==> config.mk <==
export PLATFORM = sky130hd
export DESIGN_NAME = modem_status_watch
export DESIGN_NICKNAME = d
export VERILOG_FILES = /design/src/rtl/msr_pkg.sv /design/src/rtl/msr_ctrl.sv /design/src/rtl/msr_datapath.sv /design/src/rtl/modem_status_watch.sv
export SDC_FILE = /design/constraint.sdc
export NUM_CORES = 1
export LEC_CHECK = 0
export BUFFER_PORTS_ARGS = -buffer_cell sky130_fd_sc_hd__buf_2
export CORE_MARGIN = 2
export CORE_UTILIZATION = 30
export CTS_BUF_LIST = sky130_fd_sc_hd__clkbuf_4 sky130_fd_sc_hd__clkbuf_8 sky130_fd_sc_hd__clkbuf_16
export DETAILED_ROUTE_END_ITERATION = 7
export GPL_TIMING_DRIVEN = 0
export PLACE_DENSITY_LB_ADDON = 0.1
export SYNTH_ARGS = -nofsm -noshare
export SYNTH_HDL_FRONTEND = slang
export SYNTH_SLANG_ARGS = --single-unit
==> constraint.sdc <==
create_clock -name clk -period 1.9 [get_ports clk]
set_input_delay 0 -clock clk [delete_from_list [all_inputs] [get_ports clk]]
set_output_delay 0 -clock clk [all_outputs]
set_load 0.03 [all_outputs]
==> src/rtl/msr_pkg.sv <==
package msr_pkg;
  localparam int NUM_LINES = 4;
  // line order inside every 4-bit vector: 0 cts, 1 dsr, 2 ri, 3 dcd
  localparam int RING_IDX = 2;

  typedef struct packed {
    logic clrFlags;  // read in progress: drop flags at cycle end
    logic loopSel;   // take line states from control bits
  } msr_strobe_t;
endpackage

==> src/rtl/msr_ctrl.sv <==
module msr_ctrl
  import msr_pkg::*;
(
  input  logic        rdStrobe,
  input  logic        loopEn,
  output msr_strobe_t strb
);
  always_comb begin
    strb          = '0;
    strb.clrFlags = rdStrobe;
    strb.loopSel  = loopEn;
  end
endmodule

==> src/rtl/msr_datapath.sv <==
module msr_datapath
  import msr_pkg::*;
#(
  parameter int SYNC_STAGES = 2
) (
  input  logic                 clk,
  input  logic                 rstN,
  input  logic [NUM_LINES-1:0] pinsN,
  input  logic [3:0]           ctlBits,
  input  msr_strobe_t          strb,
  output logic [NUM_LINES-1:0] lineState,
  output logic [NUM_LINES-1:0] chgFlags
);
  logic [NUM_LINES-1:0] syncChain [SYNC_STAGES];
  logic [NUM_LINES-1:0] lineNow;
  logic [NUM_LINES-1:0] loopMap;
  logic [NUM_LINES-1:0] evt;

  genvar s;
  generate
    for (s = 0; s < SYNC_STAGES; s++) begin : g_sync
      if (s == 0) begin : g_first
        always_ff @(posedge clk or negedge rstN)
          if (!rstN) syncChain[s] <= '1;
          else       syncChain[s] <= pinsN;
      end else begin : g_next
        always_ff @(posedge clk or negedge rstN)
          if (!rstN) syncChain[s] <= '1;
          else       syncChain[s] <= syncChain[s-1];
      end
    end
  endgenerate

  // loopback wiring: cts<-ctl1, dsr<-ctl0, ri<-ctl2, dcd<-ctl3
  assign loopMap = {ctlBits[3], ctlBits[2], ctlBits[0], ctlBits[1]};
  assign lineNow = strb.loopSel ? loopMap : ~syncChain[SYNC_STAGES-1];

  genvar i;
  generate
    for (i = 0; i < NUM_LINES; i++) begin : g_edge
      if (i == RING_IDX) begin : g_trail
        assign evt[i] = lineState[i] & ~lineNow[i];
      end else begin : g_any
        assign evt[i] = lineState[i] ^ lineNow[i];
      end
    end
  endgenerate

  always_ff @(posedge clk or negedge rstN) begin
    if (!rstN) begin
      lineState <= '0;
      chgFlags  <= '0;
    end else begin
      lineState <= lineNow;
      chgFlags  <= (chgFlags & ~{NUM_LINES{strb.clrFlags}}) | evt;
    end
  end

  AST_CLEAR_ON_READ: assert property (@(posedge clk) disable iff (!rstN)
    (strb.clrFlags && evt == '0) |=> chgFlags == '0);
  AST_KEEP_ON_COLLIDE: assert property (@(posedge clk) disable iff (!rstN)
    (strb.clrFlags && evt[0]) |=> chgFlags[0]);
  AST_RING_TRAIL_ONLY: assert property (@(posedge clk) disable iff (!rstN)
    (lineState[RING_IDX] && !lineNow[RING_IDX] == 1'b0 && !chgFlags[RING_IDX])
      |=> !chgFlags[RING_IDX]);
  AST_FLAG_STICKY: assert property (@(posedge clk) disable iff (!rstN)
    (chgFlags[3] && !strb.clrFlags) |=> chgFlags[3]);
  AST_LOOP_FOLLOW: assert property (@(posedge clk) disable iff (!rstN)
    strb.loopSel |=> lineState[0] == $past(ctlBits[1]));
endmodule

==> src/rtl/modem_status_watch.sv <==
module modem_status_watch
  import msr_pkg::*;
#(
  parameter int SYNC_STAGES = 2,
  parameter int DATA_W      = 32
) (
  input  logic              clk,
  input  logic              rstN,
  input  logic              ctsPinN,
  input  logic              dsrPinN,
  input  logic              riPinN,
  input  logic              dcdPinN,
  input  logic              loopEn,
  input  logic [3:0]        ctlBits,
  input  logic              rdStrobe,
  input  logic              irqEn,
  output logic [DATA_W-1:0] statusData,
  output logic              modemIrq
);
  localparam int BYTE_W = 2 * NUM_LINES;

  msr_strobe_t          strb;
  logic [NUM_LINES-1:0] lineState;
  logic [NUM_LINES-1:0] chgFlags;

  msr_ctrl u_ctrl (
    .rdStrobe (rdStrobe),
    .loopEn   (loopEn),
    .strb     (strb)
  );

  msr_datapath #(.SYNC_STAGES(SYNC_STAGES)) u_dp (
    .clk       (clk),
    .rstN      (rstN),
    .pinsN     ({dcdPinN, riPinN, dsrPinN, ctsPinN}),
    .ctlBits   (ctlBits),
    .strb      (strb),
    .lineState (lineState),
    .chgFlags  (chgFlags)
  );

  always_comb begin
    statusData             = '0;
    statusData[BYTE_W-1:0] = {lineState, chgFlags};
  end

  assign modemIrq = irqEn & (|chgFlags);

  AST_UPPER_ZERO: assert property (@(posedge clk) disable iff (!rstN)
    statusData[DATA_W-1:BYTE_W] == '0);
  AST_IRQ_GATED: assert property (@(posedge clk) disable iff (!rstN)
    !irqEn |-> !modemIrq);
  AST_IRQ_NEEDS_FLAG: assert property (@(posedge clk) disable iff (!rstN)
    (statusData[3:0] == '0) |-> !modemIrq);
endmodule

==> run summary <==
The run finished with clean final reports. The clock-pin transition on the worst setup and hold timing paths works out to 0.09 ns. In this run the static leakage power is 0.606 nW. The first global-routing pass estimated 1890 um of wire. The most used flip-flop cell after synthesis is sky130_fd_sc_hd__dfstp_2.

For this run, the total global-route usage over all layers was measured as 9.67%. For hold timing, the worst endpoint is u_dp.lineState[2]. The run gives 743 um^2 as the total standard cell area after synthesis.

Clock latency on the worst-skew pair, taken at its later pin, is 0.29 ns. In the final routed layout, each cell accounts on average for 8.08 um. The number of global-route vias before repair is 473. Global routing finished with a remaining overflow of 0.

The run gives 0.00111 mm^2 as the area of all placed cells without fillers. In the routed design, unresolved DRC markers number 0. The type of element launching the critical path was a flip-flop. The count of cells in the finished layout, fillers not included, comes to 153.

The x dimension of the die works out to 53.8 um. The tools report the nature of the critical path endpoint as an output pin. Summing over every cut layer, the via total after detailed routing is 527.

The clock skew after layout is 0.00547 ns. Power comes to 0.843 mW. In this run the remaining antenna-violating nets after routing total 0.

The setup path with the least slack is of type reg2out. At the end of routability-driven placement, the weighted congestion stood at 0.614. In the final layout, the share of cells above drive strength 1 is 46.3%.

Among all stages on the critical path, the largest delay is contributed by sky130_fd_sc_hd__o41a_1. Proportion of synthesized chip area in sequential cells: 55.2%. After routing, the total negative slack on setup checks comes to 0 ns. The root cell of the clock tree was sky130_fd_sc_hd__clkbuf_4. The placed instances occupy a cell area of 972 um^2.

The number of search-and-repair iterations in the first detailed-routing pass was 3; the initial antenna violation count was 0. In this run the worst hold path is classified as in2reg. Measured on the finished design, the core utilization comes to 46.0%. Traced cell by cell, the critical path runs through o41a_1, buf_2. The overall die height was 53.8 um.

The number of top-level pins came out at 46. In this run the critical register-to-register path is launched from u_dp.syncChain[3]. STA puts the critical path data arrival time at 1.28 ns. The fraction of the cycle the final worst path needs came out at 67.2%. Yosys attributes the largest share of cell area to sky130_fd_sc_hd__dfstp_2 28%, sky130_fd_sc_hd__dfrtp_1 27%, sky130_fd_sc_hd__buf_4 24%. Of all flip-flops after synthesis, the portion carrying an async set or reset was 100%.

The clock buffer count from CTS is 3, and the via density per instance is 3.44. The run gives 17 as the maximum number of pins on one net before global-route repair. In this run the core area contains 18 standard-cell rows. The critical path's largest stage delay was 0.42 ns; the overall die area was 0.00289 mm^2. After detailed routing, the total wire length is 1240 um. The maximum count of clock buffers along a single path is 2. OpenSTA, run right after detailed placement, puts the worst setup slack at 0.940 ns.

Synthesis handed over a netlist of 65 instances. The count of placed standard cells including taps came out at 139. The number of inserted diodes was 0.

The share of synthesized area in the top cell type comes to 28.3%. The tools report the final-report setup violation count as 0. The core region is 0.00241 mm^2. The clock drives 16 sinks. The worst-case setup margin in the final layout came out at 0.624 ns. The number of unique standard cell types used by synthesis was 12; the number of violations reported at the end of detailed-routing iteration 0 was 3.

In this run the most critical hold path is launched from loopEn. The max-slew violation count was 0; the total number of H-tree levels was 1. The net count of the finished layout is 137.

After synthesis, the mean cell area works out to 11.4 um^2. By count the netlist is led by 24 x sky130_fd_sc_hd__buf_4, 8 x sky130_fd_sc_hd__dfrtp_1, 8 x sky130_fd_sc_hd__dfstp_2, 6 x sky130_fd_sc_hd__nor2b_1, 5 x sky130_fd_sc_hd__mux2i_1. The logs give 1.90 ns for the required time of the critical path and 0 for the number of max-capacitance violations reported. During synthesis, Yosys emitted a total of 0 warnings.

Across all hold checks on the routed design, the worst slack comes to 0.0319 ns. Buffer and inverter count on the worst path: 1. TritonCTS built the clock tree.

The most common cell in the synthesized netlist is sky130_fd_sc_hd__buf_4. The half-perimeter wire length after placement was 941 um; the initial cell density of the core was 30.8%. The number of buffers inserted for hold repair after clock tree synthesis was 10.

The number of buffers inserted by post-CTS setup repair is 0, and the minimum period implied by the final worst setup slack is 1.28 ns. The area growth from synthesis to layout is 49.2%. The number of gates resized after CTS was 0. Largest area contributor in the netlist: sky130_fd_sc_hd__dfstp_2.

The kind of cell with the highest combined delay on the critical path is compound AO/OA/AOI/OAI gates. The number of cell instances on the worst register-to-register path came out at 2. The run gives 783 MHz as the highest clock rate. The synthesized design contains 0 enable-type register cells. Setup repair after global routing left no endpoint under its margin.

The worst hold path passes through 2 cells. The tools report the maximum resistive drop on vdd as 0.000444 V. The tools report the number of failing hold endpoints at the final stage as 0. The power density normalized to cell area came out at 761 mW/mm^2.

The endpoint identified for the worst register-to-register timing path is u_dp.chgFlags[3]. The register-to-register setup slack is 0.97 ns. Synthesis inferred 16 register bits. The largest fanout on the critical path is 3.

In this run the tool buffered the top-level ports with 21 buffer cells.
final cells by class:
cell class,instances,area (um^2)
buffer,24,180
tap,30,37.5
timing repair buffer,31,205
clock buffer,4,36.3
multi-input combinational,44,224
inverter,4,15.0
sequential,16,410
fill,239,1300
logic make-up after synthesis:
logic type,after synthesis,synth area share [%]
flops,16,55.2
compound gates,4,3.70
other cells,1,0.505
simple gates,11,7.58
mux,5,6.73
buf+inv,28,26.3
power by group:
part           switching (mW)  internal (mW)  leakage [nW]
clock                   0.107          0.117        0.0210
sequential             0.0143          0.374         0.176
combinational           0.145         0.0869         0.409
total                   0.266          0.577         0.606
registers in the layout, indices dropped and copies added (netlist names):
| name | cells |
|---|---|
| u_dp.lineState | 4 |
| u_dp.syncChain | 8 |
| u_dp.chgFlags | 4 |
placed cells by master, fill, tap and decap left out, types with 2 or more instances in the layout:
master / n
sky130_fd_sc_hd__conb_1: 24
sky130_fd_sc_hd__dfrtp_1: 8
sky130_fd_sc_hd__nand2_1: 2
sky130_fd_sc_hd__buf_4: 24
sky130_fd_sc_hd__dlygate4sd3_1: 10
sky130_fd_sc_hd__inv_1: 4
sky130_fd_sc_hd__o21ai_0: 2
sky130_fd_sc_hd__clkbuf_4: 3
sky130_fd_sc_hd__buf_2: 21
sky130_fd_sc_hd__nor2b_1: 6
sky130_fd_sc_hd__dfstp_2: 8
sky130_fd_sc_hd__mux2i_1: 5
sky130_fd_sc_hd__nor2_1: 3
how the worst max path moves through the flow:
stage                    end             start  cells after the start  slack (ns)
floorplan           modemIrq  u_dp.chgFlags[2]                      1        0.83
global placement    modemIrq  u_dp.chgFlags[2]                      2        0.94
detailed placement  modemIrq  u_dp.chgFlags[2]                      2        0.94
CTS                 modemIrq  u_dp.chgFlags[2]                      2        0.60
global route        modemIrq  u_dp.chgFlags[1]                      2        0.56
finish              modemIrq  u_dp.chgFlags[2]                      2        0.62
layer usage:
| metal | routed length [um] | GRT usage, % |
|---|---|---|
| met5 | 0 | 0 |
| met4 | 29 | 8.97 |
| met3 | 146 | 1.67 |
| met2 | 569 | 16.7 |
| met1 | 490 | 9.79 |
Note: power is estimated with default switching activity, not from simulation.
